===== src/rtl/tse_pkg.sv =====
package tse_pkg;

  typedef enum logic [3:0] {
    PST_IDLE   = 4'h0,
    PST_RETIRE = 4'h1,
    PST_RTE    = 4'h7,
    PST_DATA1  = 4'h8,
    PST_DATA2  = 4'h9,
    PST_DATA4  = 4'hA,
    PST_EXC    = 4'hC,
    PST_EMU    = 4'hD,
    PST_STOP   = 4'hE,
    PST_HALT   = 4'hF
  } pst_code_t;

  // Strobes from control to datapath
  typedef struct packed {
    logic       pushEn;
    logic [7:0] pushNibbles;
  } fifo_ctrl_t;

endpackage


===== src/rtl/tse_datapath.sv =====
module tse_datapath
  import tse_pkg::*;
#(
  parameter int DEPTH  = 8,
  parameter int DATA_W = 32
) (
  input  logic                           clk,
  input  logic                           rstN,
  input  fifo_ctrl_t                     ctrl,
  input  logic [DATA_W-1:0]              dataValue,
  output logic [$clog2(DEPTH+1)-1:0]     count,
  output logic [3:0]                     ddata
);
  localparam int PTR_W = $clog2(DEPTH);
  localparam int CNT_W = $clog2(DEPTH + 1);
  localparam int MAXN  = DATA_W / 4;

  logic [3:0]       mem [DEPTH];
  logic [PTR_W-1:0] rdPtr, wrPtr;
  logic             popEn;
  logic [CNT_W-1:0] pushCnt, popCnt;

  assign popEn   = (count != '0);
  assign pushCnt = ctrl.pushEn ? CNT_W'(ctrl.pushNibbles) : '0;
  assign popCnt  = popEn ? CNT_W'(1) : '0;

  always_ff @(posedge clk) begin
    if (!rstN) begin
      rdPtr <= '0;
      wrPtr <= '0;
      count <= '0;
      ddata <= 4'h0;
    end else begin
      ddata <= popEn ? mem[rdPtr] : 4'h0;
      if (popEn) rdPtr <= rdPtr + PTR_W'(1);
      if (ctrl.pushEn) wrPtr <= wrPtr + PTR_W'(ctrl.pushNibbles);
      count <= count + pushCnt - popCnt;
    end
  end

  always_ff @(posedge clk) begin
    for (int i = 0; i < MAXN; i++) begin
      if (ctrl.pushEn && (i < int'(ctrl.pushNibbles)))
        mem[wrPtr + PTR_W'(i)] <= dataValue[4*i +: 4];
    end
  end

  assert_no_overflow_R5: assert property (@(posedge clk) disable iff (!rstN)
    count <= CNT_W'(DEPTH));

  assert_idle_zero_R6: assert property (@(posedge clk) disable iff (!rstN)
    (count == '0) |=> (ddata == 4'h0));

endmodule


===== src/rtl/tse_control.sv =====
module tse_control
  import tse_pkg::*;
#(
  parameter int DEPTH = 8
) (
  input  logic                        clk,
  input  logic                        rstN,
  input  logic                        retireEv,
  input  logic                        rteEv,
  input  logic                        captureEv,
  input  logic [1:0]                  dataSize,
  input  logic                        excEv,
  input  logic                        emuExcEv,
  input  logic                        stopEv,
  input  logic                        haltEv,
  input  logic [$clog2(DEPTH+1)-1:0]  count,
  output logic [3:0]                  pst,
  output logic                        stall,
  output fifo_ctrl_t                  ctrl
);
  localparam int CNT_W = $clog2(DEPTH + 1);

  logic [7:0]       needNib;
  logic [CNT_W:0]   freeNib;
  logic             fits;
  pst_code_t        nextCode;
  pst_code_t        dataCode;

  always_comb begin
    unique case (dataSize)
      2'd0:    begin needNib = 8'd2; dataCode = PST_DATA1; end
      2'd1:    begin needNib = 8'd4; dataCode = PST_DATA2; end
      default: begin needNib = 8'd8; dataCode = PST_DATA4; end
    endcase
  end

  assign freeNib = (CNT_W+1)'(DEPTH) - (CNT_W+1)'(count);
  assign fits    = ({24'd0, needNib} <= 32'(freeNib));

  always_comb begin
    nextCode         = PST_IDLE;
    stall            = 1'b0;
    ctrl.pushEn      = 1'b0;
    ctrl.pushNibbles = needNib;
    if (haltEv)        nextCode = PST_HALT;
    else if (stopEv)   nextCode = PST_STOP;
    else if (emuExcEv) nextCode = PST_EMU;
    else if (excEv)    nextCode = PST_EXC;
    else if (captureEv) begin
      if (fits) begin
        nextCode    = dataCode;
        ctrl.pushEn = 1'b1;
      end else begin
        stall = 1'b1;
      end
    end
    else if (rteEv)    nextCode = PST_RTE;
    else if (retireEv) nextCode = PST_RETIRE;
  end

  always_ff @(posedge clk) begin
    if (!rstN) pst <= 4'h0;
    else       pst <= nextCode;
  end

  assert_stall_blank_R5: assert property (@(posedge clk) disable iff (!rstN)
    stall |=> (pst == 4'h0));

  assert_stall_no_push_R5: assert property (@(posedge clk) disable iff (!rstN)
    stall |-> !ctrl.pushEn);

  assert_halt_first_R9: assert property (@(posedge clk) disable iff (!rstN)
    haltEv |=> (pst == 4'hF));

  assert_emu_over_exc_R7: assert property (@(posedge clk) disable iff (!rstN)
    (emuExcEv && !haltEv && !stopEv) |=> (pst == 4'hD));

endmodule


===== src/rtl/trace_status_encoder.sv =====
module trace_status_encoder
  import tse_pkg::*;
#(
  parameter int DEPTH  = 8,
  parameter int DATA_W = 32
) (
  input  logic              clk,
  input  logic              rstN,
  input  logic              retireEv,
  input  logic              rteEv,
  input  logic              captureEv,
  input  logic [1:0]        dataSize,
  input  logic [DATA_W-1:0] dataValue,
  input  logic              excEv,
  input  logic              emuExcEv,
  input  logic              stopEv,
  input  logic              haltEv,
  output logic [3:0]        pst,
  output logic [3:0]        ddata,
  output logic              stall
);
  localparam int CNT_W = $clog2(DEPTH + 1);

  fifo_ctrl_t       ctrl;
  logic [CNT_W-1:0] count;

  tse_control #(.DEPTH(DEPTH)) u_ctrl (
    .clk(clk), .rstN(rstN), .retireEv(retireEv), .rteEv(rteEv),
    .captureEv(captureEv), .dataSize(dataSize), .excEv(excEv),
    .emuExcEv(emuExcEv), .stopEv(stopEv), .haltEv(haltEv),
    .count(count), .pst(pst), .stall(stall), .ctrl(ctrl)
  );

  tse_datapath #(.DEPTH(DEPTH), .DATA_W(DATA_W)) u_dp (
    .clk(clk), .rstN(rstN), .ctrl(ctrl), .dataValue(dataValue),
    .count(count), .ddata(ddata)
  );

endmodule


===== config.mk =====
export PLATFORM = sky130hd
export DESIGN_NAME = trace_status_encoder
export DESIGN_NICKNAME = d
export VERILOG_FILES = /design/src/rtl/tse_pkg.sv /design/src/rtl/tse_datapath.sv /design/src/rtl/tse_control.sv /design/src/rtl/trace_status_encoder.sv
export SDC_FILE = /design/constraint.sdc
export NUM_CORES = 1
export LEC_CHECK = 0
export BUFFER_PORTS_ARGS = -buffer_cell sky130_fd_sc_hd__buf_2
export CAP_MARGIN = 20
export CELL_PAD_IN_SITES_DETAIL_PLACEMENT = 0
export CELL_PAD_IN_SITES_GLOBAL_PLACEMENT = 1
export CORE_MARGIN = 4
export CORE_UTILIZATION = 45
export DETAILED_ROUTE_END_ITERATION = 10
export PLACE_DENSITY_LB_ADDON = 0.05
export REMOVE_ABC_BUFFERS = 1
export SLEW_MARGIN = 20
export SYNTH_ARGS = -nofsm -noshare
export SYNTH_HDL_FRONTEND = slang
export SYNTH_SLANG_ARGS = --single-unit
export TNS_END_PERCENT = 30

===== constraint.sdc =====
create_clock -name clk -period 6.7 [get_ports clk]
set_input_delay 0.67 -clock clk [delete_from_list [all_inputs] [get_ports clk]]
set_output_delay 0.67 -clock clk [all_outputs]
set_load 0.01 [all_outputs]

---- After elaboration in Yosys (flattened, before gate mapping) ----
Memories as Yosys holds them, arrays and structs flattened. A register that Yosys moved wholly into a read port is not among the register bits.
Cells that the tools add are included.
storage, ports and cells
  flip-flop bits (word level) ............. 14
  latch bits .............................. 0
  RAM bits ................................ 32
  ROM bits ................................ 0
  input bits .............................. 43
  word-level logic and storage cells ...... 79
  memories ................................ 1
memories
  memory    depth  bits a word  rd ports  clocked after memory_dff  wr ports  RTL line            text
  u_dp.mem  8      4            1         1                         8         tse_datapath.sv:18  logic [3:0] mem [DEPTH];
cells by class
  add/sub/neg operators ................... 12
  $mul .................................... 0
  div/mod/pow operators ................... 0
  order comparisons ....................... 9
  eq/ne operators ......................... 1
  shift operators ......................... 0
  muxes and demuxes ....................... 40
  bitwise logic cells ..................... 0
  reduce and logical (&&, ||, !) cells .... 12
operators by type and width
  kind                   number
  $mux W4                8
  $mux W1                30
  $lt A3 B4 Y1 const A   4
  $add A3 B3 Y3 const B  4
  $logic_and A1 B1 Y1    8
  $lt A1 B4 Y1 const A   2
  $lt A2 B4 Y1 const A   2
  $pmux W4 S2            1
  $add A3 B1 Y3 const B  2
  $add A3 B2 Y3 const B  2
  $le A4 B5 Y1           1
  $sub A4 B4 Y5 const A  1
  $add A4 B4 Y4          1
  $pmux W2 S2            1
  $reduce_bool A4 Y1     1
  $sub A4 B4 Y4          1
  $add A3 B3 Y3          1
  $eq A2 B1 Y1 const B   1
  $logic_not A2 Y1       1
  $reduce_and A2 Y1      1
  $logic_not A1 Y1       1

---- Depth between registers and ports, before layout ----
Gate-level depths: netlist of the first run.
  depth after elaboration ................. 12
  depth in mapped cells ................... 16
  gate-level depth less buffers ........... 15

---- Cells and area by module ----
A second synthesis of the first run with hierarchy kept.
second synthesis, totals
  cell total of the unflattened synthesis .. 734
  area total of the unflattened synthesis .. 5650.4 µm²
by module, submodules not included
  module        instances  cells each  area each (µm²)  seq. area each (µm²)
  tse_datapath  1          685         5268.8           1241.2
  tse_control   1          49          381.6            80.1

---- Least setup slack after synthesis of the first run ----
No wires, ideal clock.
  path kind ............................... input port to flip-flop
  from .................................... input port dataSize[1]
  to ...................................... register u_dp.count[3]
  library setup time ...................... 115 ps
  arrival time ............................ 3612 ps
  data required time ...................... 6585 ps
  setup slack ............................. 2973 ps
  cell stages on the path ................. 15
  buffers on the path ..................... 1
  cell sequence ........................... or2_2 -> buf_2 -> ha_1 -> ha_1 -> a21oi_1 -> nand2_1 -> a21oi_1 -> nand2_1 -> ha_1 -> inv_1 -> ha_1 -> fa_1 -> xnor2_1 -> xnor2_1 -> and2_1
between the ends
  cells in the longest elaborated chain, start to end .. 12
  elaborated cells on any way between the ends .. 13
RTL lines
  what                                              RTL line                    text
  start, declared                                   trace_status_encoder.sv:12  input logic [1:0] dataSize,
  $eq A2 B1 Y1 or $logic_not A2 Y1 (tied branches)  tse_control.sv:30           unique case (dataSize)
  $pmux W4 S2 (*)                                   tse_control.sv:30
  $le A4 B5 Y1                                      tse_control.sv:38           assign fits = ({24'd0, needNib} <= 32'(freeNib));
  $mux W1                                           tse_control.sv:50           if (fits) begin
  $mux W1                                           tse_control.sv:49           else if (captureEv) begin
  $mux W1                                           tse_control.sv:48           else if (excEv) nextCode = PST_EXC;
  $mux W1                                           tse_control.sv:47           else if (emuExcEv) nextCode = PST_EMU;
  $mux W1                                           tse_control.sv:46           else if (stopEv) nextCode = PST_STOP;
  $mux W1                                           tse_control.sv:45           if (haltEv) nextCode = PST_HALT;
  $mux W4 (*)                                       tse_datapath.sv:24          assign pushCnt = ctrl.pushEn ? CNT_W'(ctrl.pushNibbles) : '0;
  $add A4 B4 Y4 (*)                                 tse_datapath.sv:37          count <= count + pushCnt - popCnt;
  $sub A4 B4 Y4 (*)                                 tse_datapath.sv:37
  end signal, assigned                              tse_datapath.sv:37
  end, declared                                     tse_datapath.sv:11          output logic [$clog2(DEPTH+1)-1:0] count,
Every way passes the cells marked *; elsewhere a longest branch is shown, timed or not.
A chain may end at the register's enable or synchronous reset.

---- Worst setup path after layout of the first run ----
Same ends and word-level chain as after synthesis.

==> results_dict.tcl, run 1 <==
set metrics [dict create \
    worst_clock_skew_ps 13.9 \
    floorplan.die.height_um 95.9 \
    yosys_most_used_dff "edfxtp_1" \
    synth.cell_area_um2 3480 \
    setup_tns_final_ps 0 \
    drive_above_1_share_pct 26.3 \
    design.die.area_um2 9200 \
    asyncSetResetFlopFracSynth_pct 0 \
    worst_hold_path_type "register to register" \
    cts_buffers 5 \
    grt_total_ovfl 0 \
    ys_warn_count 0 \
    num_rows 31 \
    synth.ff_latch_count 49 \
    ff2ff_path_depth 15 \
    timing.critical_path.to_type "register" \
    grt_pass1_wl_um 14300 \
    cts.hold.buffers_added 0 \
    yosysTopAreaCellShare_pct 27.6 \
    ys_top_cells_by_count "39 x nand2_1, 32 x edfxtp_1, 29 x mux2i_1, 28 x nor2_1, 17 x dfxtp_1" \
    timing.max_cap.violations 0 \
    status "completed" \
    viasPerCell 5.73 \
    worst_setup_hold_path_clk_slew_ps 110 \
    dpl_worst_slack_ps 2540 \
    grt_setup_unrepaired "false" \
    floorplan.initialDensity_pct 47.2 \
    finalWorstSetupSlack_ps 2850 \
    antenna-diode-count 0 \
    area_growth_pct 11.8 \
    grt_max_degree 18 \
    antenna_violating_nets_post_route 0 \
    synth_top_cells_by_area "edfxtp_1 28%, dfxtp_1 9.8%, mux2i_1 8.3%" \
    timing_max_transition_violations_final 0 \
    ctsHtreeMaxLevel 2 \
    final.min_clock_period_ps 3850 \
    avg_cell_area_syn_um2 10.1 \
    use_met3_pct 2.66 \
    grt_pass1_vias 2539 \
    gp_routability_congestion 0.825 \
    core_area_um2 7370 \
    hold-path-cell-count 2 \
    final.period_utilization_pct 57.5 \
    yosys.cell_types.count 54 \
    finalHoldWorstSlack_ps 634 \
    timing.critical_path.fanout_max 7 \
    vdd_ir_drop_max_mv 0.115 \
    port_buffers 51 \
    power_uw 946 \
    met1_usage_pct 32.5 \
    netlist_instances 345 \
    globalRoute.busiestLayer "met1" \
    clock-root-buffer "clkbuf_8" \
    drt_wl_total_um 9320 \
    grt_antenna_before_repair 0 \
    grtUsageTotal_pct 21.0 \
    cts_tree "done" \
    dr.first_iter.drc_count 136 \
    report.final.setup_viol 0 \
    fmaxAchievable_ghz 0.259 \
    critPathKind "primary input to register" \
    die_w_um 95.9 \
    dp_hpwl_um 7220 \
    critPathLaunchType "primary input" \
    synth_largest_area_cell "edfxtp_1" \
    wl_cell_um 19.1 \
    timing.slew.headroom_pct 33.6 \
    clock-sinks 49 \
    p_leak_uw 0.00148 \
    cts_setup_buffers 0 \
    critical_path_required_ps 6900 \
    detail_route.first_pass.iterations 5 \
    power_density_nw_per_um2 243 \
    timing.critical_path.arrival_ps 4060 \
    cts_max_path_bufs 2 \
    tightestPinTransition_ps 989 \
    synth_most_common_cell "nand2_1" \
    num_vias 2789 \
    synth-edff-count 32 \
    post-route-drc-count 0 \
    final_nets 442 \
    timing_hold_violations_final 0 \
    filler_cells 684 \
    worst_skew_pair.late_latency_ps 310 \
    sequential_area_share_after_synthesis_pct 37.4 \
    gr-usage-met2_pct 31.1 \
    pin_count 52 \
    cts_resized 0 \
]
==> layout make-up <==
class / count / area [um^2] / area share [%]
multi-input combinational: 265 / 2040 / 52.4
sequential: 49 / 1300 / 33.4
timing repair buffer: 56 / 293 / 7.52
tap: 99 / 124 / 3.18
clock buffer: 5 / 68.8 / 1.77
inverter: 10 / 37.5 / 0.965
clock inverter: 3 / 26.3 / 0.675
==> metrics by stage <==
stage	cells	util (%)	instance area, um^2
3_5_place_dp	479	51.5	3800
2_1_floorplan	324	-	3370
5_1_grt	487	52.8	3890
6_report	487	52.8	3890
3_3_place_gp	479	51.5	3800
4_1_cts	487	52.8	3890
==> cells in the final DEF (no fill, tap or decap), drive strengths merged, types with 3 or more instances in the layout <==
cell type	netlist	layout
inv	10	11
mux2	20	20
a21boi	4	4
o31ai	4	4
a211o	8	8
nand2b	5	5
a222oi	3	3
o211ai	7	7
mux4	8	8
or2	4	4
nor3	8	8
ha	11	11
edfxtp	32	32
and2	7	7
a21oi	4	4
nor2	28	28
nand2	39	39
mux2i	29	29
nand3	6	6
o21ai	14	14
xnor2	6	6
nor2b	8	8
a211oi	6	6
a31oi	8	8
a22oi	5	5
dfxtp	17	17
buf	10	56
or3	4	4
clkbuf	11	5
==> routing by layer <==
metal,up-vias,part of all wire (%)
met4,0,1.0
met5,-,0
met1,1322,50
met3,7,5.1
met2,89,44
li1,1371,-
==> registers in the layout, indices dropped and copies added (netlist names) <==
signal      flops
u_dp.wrPtr      2
u_dp.count      4
u_ctrl.pst      4
u_dp.ddata      4
u_dp.mem       32
u_dp.rdPtr      3
==> cell families (layout without fill, tap and decap cells) <==
group	Yosys count	count (layout)	synth area share [%]
AOI/OAI and AO/OA	70	70	14.6
buffers and inverters	31	74	4.14
xor gates and xnor gates	8	8	2.01
DFF	49	49	37.4
adders and majority gates	12	12	4.53
muxes	57	57	20.1
and+or+nand+nor	118	118	17.2
==> worst max-delay path, cell delays in order <==
cell     delay (ps)
buf_2           100
nor2b_1         320
inv_1            80
ha_1            250
ha_1            340
a21oi_1         180
nand2_1         160
a21oi_1         480
nand2_1         120
ha_1            300
inv_1            40
ha_1            200
fa_1            380
xnor2_1         200
xnor2_1          80
and2_1          170
==> final timing paths <==
check	from	endpoint	slack [ps]
worst min-delay path	u_dp.rdPtr[2]$_SDFFE_PN0N_	u_dp.ddata[1]$_SDFF_PN0_	630
worst max-delay path	dataSize[1]	u_dp.count[3]$_SDFF_PN0_	2850
worst max register to register	u_dp.count[0]$_SDFF_PN0_	u_dp.count[3]$_SDFF_PN0_	3160
worst min register to register	u_dp.rdPtr[2]$_SDFFE_PN0N_	u_dp.ddata[1]$_SDFF_PN0_	630
==> power breakdown <==
| part | switching, uW | internal [uW] |
|---|---|---|
| sequential | 35.8 | 355 |
| combinational | 195 | 171 |
| clock | 113 | 76.2 |
(Power assumes the default switching activity.)
==> run 2: changes to the inputs <==
- clock period: 6.7 -> 3.69 ns (I/O delays scaled with it)
==> run 2 against run 1 <==
Against the previous run: total power increased by 82%; sequential power increased by 82%; worst hold slack worse by 290 ps; highest routed layer unchanged; die area did not move; register-to-register slack worse by 2800 ps; largest power group unchanged; non-clock buffer count increased by 15; critical endpoint is now u_dp.mem[2][1]$_DFFE_PP_; sequential cell count stayed put; critical path depth decreased by 6; sequential share of layout area down 0.88 points; worst setup slack got worse by 2400 ps; first-iteration DRC count up 35%.
==> results_dict.tcl, run 2 (same netlist as run 1, synthesis figures left out) <==
set metrics [dict create \
    cts_buffers 5 \
    timing_hold_violations_final 0 \
    post-route-drc-count 0 \
    setup_tns_final_ps 0 \
    worst_hold_path_type "primary input to register" \
    dr.first_iter.drc_count 184 \
    timing_max_transition_violations_final 0 \
    final_nets 457 \
    report.final.setup_viol 0 \
    die_w_um 95.9 \
    grt_max_degree 16 \
    use_met3_pct 3.44 \
    viasPerCell 5.70 \
    timing.max_cap.violations 0 \
    design.die.area_um2 9200 \
    cts_tree "done" \
    tightestPinTransition_ps 889 \
    wl_cell_um 18.9 \
    power_uw 1720 \
    grt_pass1_vias 2774 \
    gp_routability_congestion 0.859 \
    worst_r2r_endpoint "u_dp.mem[2][1]$_DFFE_PP_" \
    grt_total_ovfl 0 \
    cts.hold.buffers_added 0 \
    timing.critical_path.to_type "register" \
    area_growth_pct 14.9 \
    power_density_nw_per_um2 430 \
    critical_path_required_ps 3750 \
    final.period_utilization_pct 89.2 \
    status "completed" \
    pin_count 52 \
    globalRoute.busiestLayer "met2" \
    ff2ff_path_depth 10 \
    dp_hpwl_um 7440 \
    final.min_clock_period_ps 3290 \
    min_from "haltEv" \
    vdd_ir_drop_max_mv 0.209 \
    worst_clock_skew_ps 11.8 \
    grtUsageTotal_pct 22.1 \
    hold-path-cell-count 2 \
    floorplan.initialDensity_pct 47.2 \
    setup.reg_to_reg.worst_slack_ps 400 \
    cts_resized 0 \
    clock-sinks 49 \
    met1_usage_pct 32.0 \
    core_area_um2 7370 \
    gr-usage-met2_pct 34.5 \
    mostFrequentLayoutCells "51 x buf_2, 39 x nand2_1, 32 x edfxtp_1" \
    num_vias 2863 \
    timing.critical_path.arrival_ps 3350 \
    drt_wl_total_um 9500 \
    dpl_worst_slack_ps 219 \
    floorplan.die.height_um 95.9 \
    detail_route.first_pass.iterations 5 \
    clock-root-buffer "clkbuf_8" \
    ctsHtreeMaxLevel 2 \
    min_delay_worst_endpoint "u_ctrl.pst[1]$_SDFF_PN0_" \
    fmaxAchievable_ghz 0.304 \
    number_of_flip_flops_in_the_largest_register 32 \
    worst_setup_hold_path_clk_slew_ps 100 \
    timing.critical_path.fanout_max 7 \
    layout_commonest_cell "buf_2" \
    reg2reg_from "u_dp.count[0]$_SDFF_PN0_" \
    grt_setup_unrepaired "false" \
    p_leak_uw 0.00155 \
    critPathKind "register to register" \
    registers.top_by_ff_count "u_dp.mem" \
    grt_antenna_before_repair 0 \
    critPathLaunchType "register" \
    finalHoldWorstSlack_ps 345 \
    cts_max_path_bufs 2 \
    timing.slew.headroom_pct 40.2 \
    grt_pass1_wl_um 15100 \
    drive_above_1_share_pct 28.8 \
    port_buffers 51 \
    antenna-diode-count 0 \
    worst_skew_pair.late_latency_ps 310 \
    num_rows 31 \
    finalWorstSetupSlack_ps 398 \
    cts_setup_buffers 0 \
    postLayoutCoreUtil_pct 54.2 \
    antenna_violating_nets_post_route 0 \
]
[run 2: worst max-delay path by stage]
stage                        startpoint                  endpoint  slack [ps]  cells after the start
4_1_cts        u_dp.count[0]$_SDFF_PN0_  u_dp.mem[2][1]$_DFFE_PP_         420                     10
5_1_grt        u_dp.count[0]$_SDFF_PN0_  u_dp.mem[7][3]$_DFFE_PP_         300                     10
3_5_place_dp                dataSize[1]  u_dp.mem[2][1]$_DFFE_PP_         220                     10
6_report       u_dp.count[0]$_SDFF_PN0_  u_dp.mem[2][1]$_DFFE_PP_         400                     10
3_3_place_gp                dataSize[1]  u_dp.mem[2][1]$_DFFE_PP_         230                     10
2_1_floorplan               dataSize[1]  u_dp.mem[0][0]$_DFFE_PP_          -5                      9
[run 2: cell type report]
type | count | area, um^2
Fill cell | 703 | 3370
Multi-Input combinational cell | 265 | 2040
Sequential cell | 49 | 1300
Timing Repair Buffer | 71 | 405
Tap cell | 99 | 124
Clock buffer | 6 | 72.6
Inverter | 10 | 37.5
Clock inverter | 2 | 15.0
[run 2: per-stage QoR]
stage                     instance area (um^2)  std cells
after floorplan                           3370        324
after global placement                    3910        494
after detailed placement                  3910        494
after CTS                                 4000        502
after global routing                      4000        502
final                                     4000        502
[run 2: report_power, final]
group / internal (uW) / total, uW / switching, uW
clock: 134 / 326 / 192
combinational: 325 / 678 / 353
sequential: 645 / 713 / 68.1
[run 2: routing by layer]
metal	share of wire (%)	vias to the layer above	wire length, um
met5	0	-	0
met4	0.88	0	84
met3	6.8	6	650
met2	45	103	4260
met1	47	1352	4510
li1	-	1402	-
[run 2: critical path, cell delays in order, from the launching register on]
cell and delay, ps:
dfxtp_1 390, inv_1 90, ha_1 230, xor2_1 160, ha_1 290, and4b_1 190
a21o_2 230, o211ai_2 470, mux2_2 410, mux2_1 310, mux2_2 260
==> run 3: changes to the inputs <==
- CTS_CLUSTER_SIZE: unset -> 30
- GPL_TIMING_DRIVEN: unset -> 0
- PLACE_DENSITY: unset -> 0.86
- PLACE_DENSITY_LB_ADDON: 0.05 -> unset
==> run 3 against run 2 <==
Against the previous run: critical path depth unchanged; critical path type is now primary input to register; sequential share of layout area increased by 0.74 points; routed wire length decreased by 3.1%; combinational power decreased by 2%; core utilization decreased by 1.2 points; clock skew decreased by 6.1 ps; clock power increased by 6%; total power increased by 0.34%; clock-buffer cell count decreased by 1; worst setup slack got worse by 190 ps.
==> results_dict.tcl, run 3 (same netlist as run 1, synthesis figures left out) <==
set metrics [dict create \
    timing.slew.headroom_pct 32.3 \
    clock-root-buffer "clkbuf_8" \
    port_buffers 51 \
    number_of_flip_flops_in_the_largest_register 32 \
    cts_tree "done" \
    gp_routability_congestion 0.835 \
    crit_path_cell_trace "buf_2, or2_2, ha_1, ha_1, and4b_1, a21o_2, o211ai_2, mux2_2, mux2_1, mux2_2" \
    tightestPinTransition_ps 1010 \
    timing_max_transition_violations_final 0 \
    timing.critical_path.arrival_ps 3560 \
    worst_clock_skew_ps 5.66 \
    antenna-diode-count 0 \
    viasPerCell 5.80 \
    drt_wl_total_um 9200 \
    cts_buffers 5 \
    final_nets 439 \
    critPathLaunchType "primary input" \
    grt_pass1_wl_um 14400 \
    floorplan.die.height_um 95.9 \
    finalHoldWorstSlack_ps 343 \
    fmaxAchievable_ghz 0.287 \
    dpl_worst_slack_ps -286 \
    power_density_nw_per_um2 441 \
    post-route-drc-count 0 \
    dr.first_iter.drc_count 190 \
    max_stage_delay_ps 650 \
    postLayoutCellArea_um2 3910 \
    finalWorstSetupSlack_ps 204 \
    timing.critical_path.to_type "register" \
    grt_pass1_vias 2721 \
    placement.cell_area_um2 3790 \
    grt_max_degree 18 \
    grt_total_ovfl 0 \
    cpMaxStageDelayCell "o211ai_2" \
    status "completed" \
    die_w_um 95.9 \
    drive_above_1_share_pct 27.3 \
    core_area_um2 7370 \
    layout_commonest_cell "buf_2" \
    grt_setup_unrepaired "false" \
    final.period_utilization_pct 94.5 \
    cts_max_path_bufs 2 \
    clock-sinks 49 \
    dp_hpwl_um 6910 \
    p_leak_uw 0.00148 \
    registers.top_by_ff_count "u_dp.mem" \
    cts_setup_buffers 0 \
    ctsHtreeMaxLevel 2 \
    worst_skew_pair.late_latency_ps 310 \
    mostFrequentLayoutCells "52 x buf_2, 39 x nand2_1, 32 x edfxtp_1" \
    critical_path_required_ps 3760 \
    report.final.setup_viol 0 \
    grtUsageTotal_pct 20.8 \
    timing_hold_violations_final 0 \
    cts_resized 0 \
    num_rows 31 \
    detail_route.first_pass.iterations 4 \
    pin_count 52 \
    wl_cell_um 19.0 \
    worst_setup_hold_path_clk_slew_ps 100 \
    area_growth_pct 12.3 \
    timing.critical_path.fanout_max 13 \
    timing.max_cap.violations 0 \
    vdd_ir_drop_max_mv 0.190 \
    antenna_violating_nets_post_route 0 \
    floorplan.initialDensity_pct 47.2 \
    filler_cells 681 \
    grt_antenna_before_repair 0 \
    final.min_clock_period_ps 3490 \
    worst_hold_path_type "primary input to register" \
    critPathKind "primary input to register" \
    num_vias 2805 \
    cts.hold.buffers_added 0 \
    design.die.area_um2 9200 \
]
==> run 3: cell types whose count changed in the layout (fill, tap and decap cells not counted), sizes merged <==
cell,delta
buf,-18
clkbuf,-1
inv,+1
==> run 3: path summary, 6_finish.rpt <==
check	endpoint	slack, ps	cells past startpoint	from
min	u_ctrl.pst[1]$_SDFF_PN0_	340	2	stopEv
max reg2reg	u_dp.mem[2][1]$_DFFE_PP_	240	10	u_dp.count[0]$_SDFF_PN0_
max	u_dp.mem[2][1]$_DFFE_PP_	200	10	dataSize[1]
min reg2reg	u_dp.count[0]$_SDFF_PN0_	630	3	u_dp.count[0]$_SDFF_PN0_
==> run 3: critical path, delay by kind of cell <==
| family | cells | cell delay, ps |
|---|---|---|
| AND/OR/NAND/NOR | 2 | 550 |
| AO/OA/AOI/OAI | 2 | 900 |
| buffers and inverters | 1 | 110 |
| adder cells (fa/ha/maj) | 2 | 630 |
| multiplexers | 3 | 990 |
==> run 3: cell type report <==
type / count / area [um^2] / share of cell area, %
Clock inverter: 3 / 26.3 / 0.672
Sequential cell: 49 / 1300 / 33.3
Clock buffer: 5 / 68.8 / 1.76
Tap cell: 99 / 124 / 3.17
Multi-Input combinational cell: 265 / 2080 / 53.3
Inverter: 10 / 37.5 / 0.961
Timing Repair Buffer: 53 / 268 / 6.85
==> run 3: per-stage QoR <==
step	utilization, %	TNS, ps	cells	power (uW)
3_5_place_dp	51.4	-4900	476	1380
4_1_cts	52.7	0	484	1710
3_3_place_gp	50.9	-22900	474	1340
5_1_grt	53.0	0	484	1840
6_report	53.0	0	484	1720
2_1_floorplan	-	-15.6	324	1190
==> run 3: routing by layer <==
| metal | share of wire [%] | vias up | global-route usage, % |
|---|---|---|---|
| met5 | 0 | - | 0 |
| met4 | 1.3 | 0 | 6.52 |
| met3 | 5.9 | 10 | 2.58 |
| met2 | 46 | 105 | 33.1 |
| met1 | 47 | 1329 | 29.5 |
| li1 | - | 1361 | - |
==> run 3: report_power, final <==
group          internal, uW  switching [uW]  total (uW)  leakage [uW]
clock                   138             206         344     0.0000423
sequential              645            66.6         711      0.000429
combinational           309             359         667       0.00100
total                  1090             631        1720       0.00148
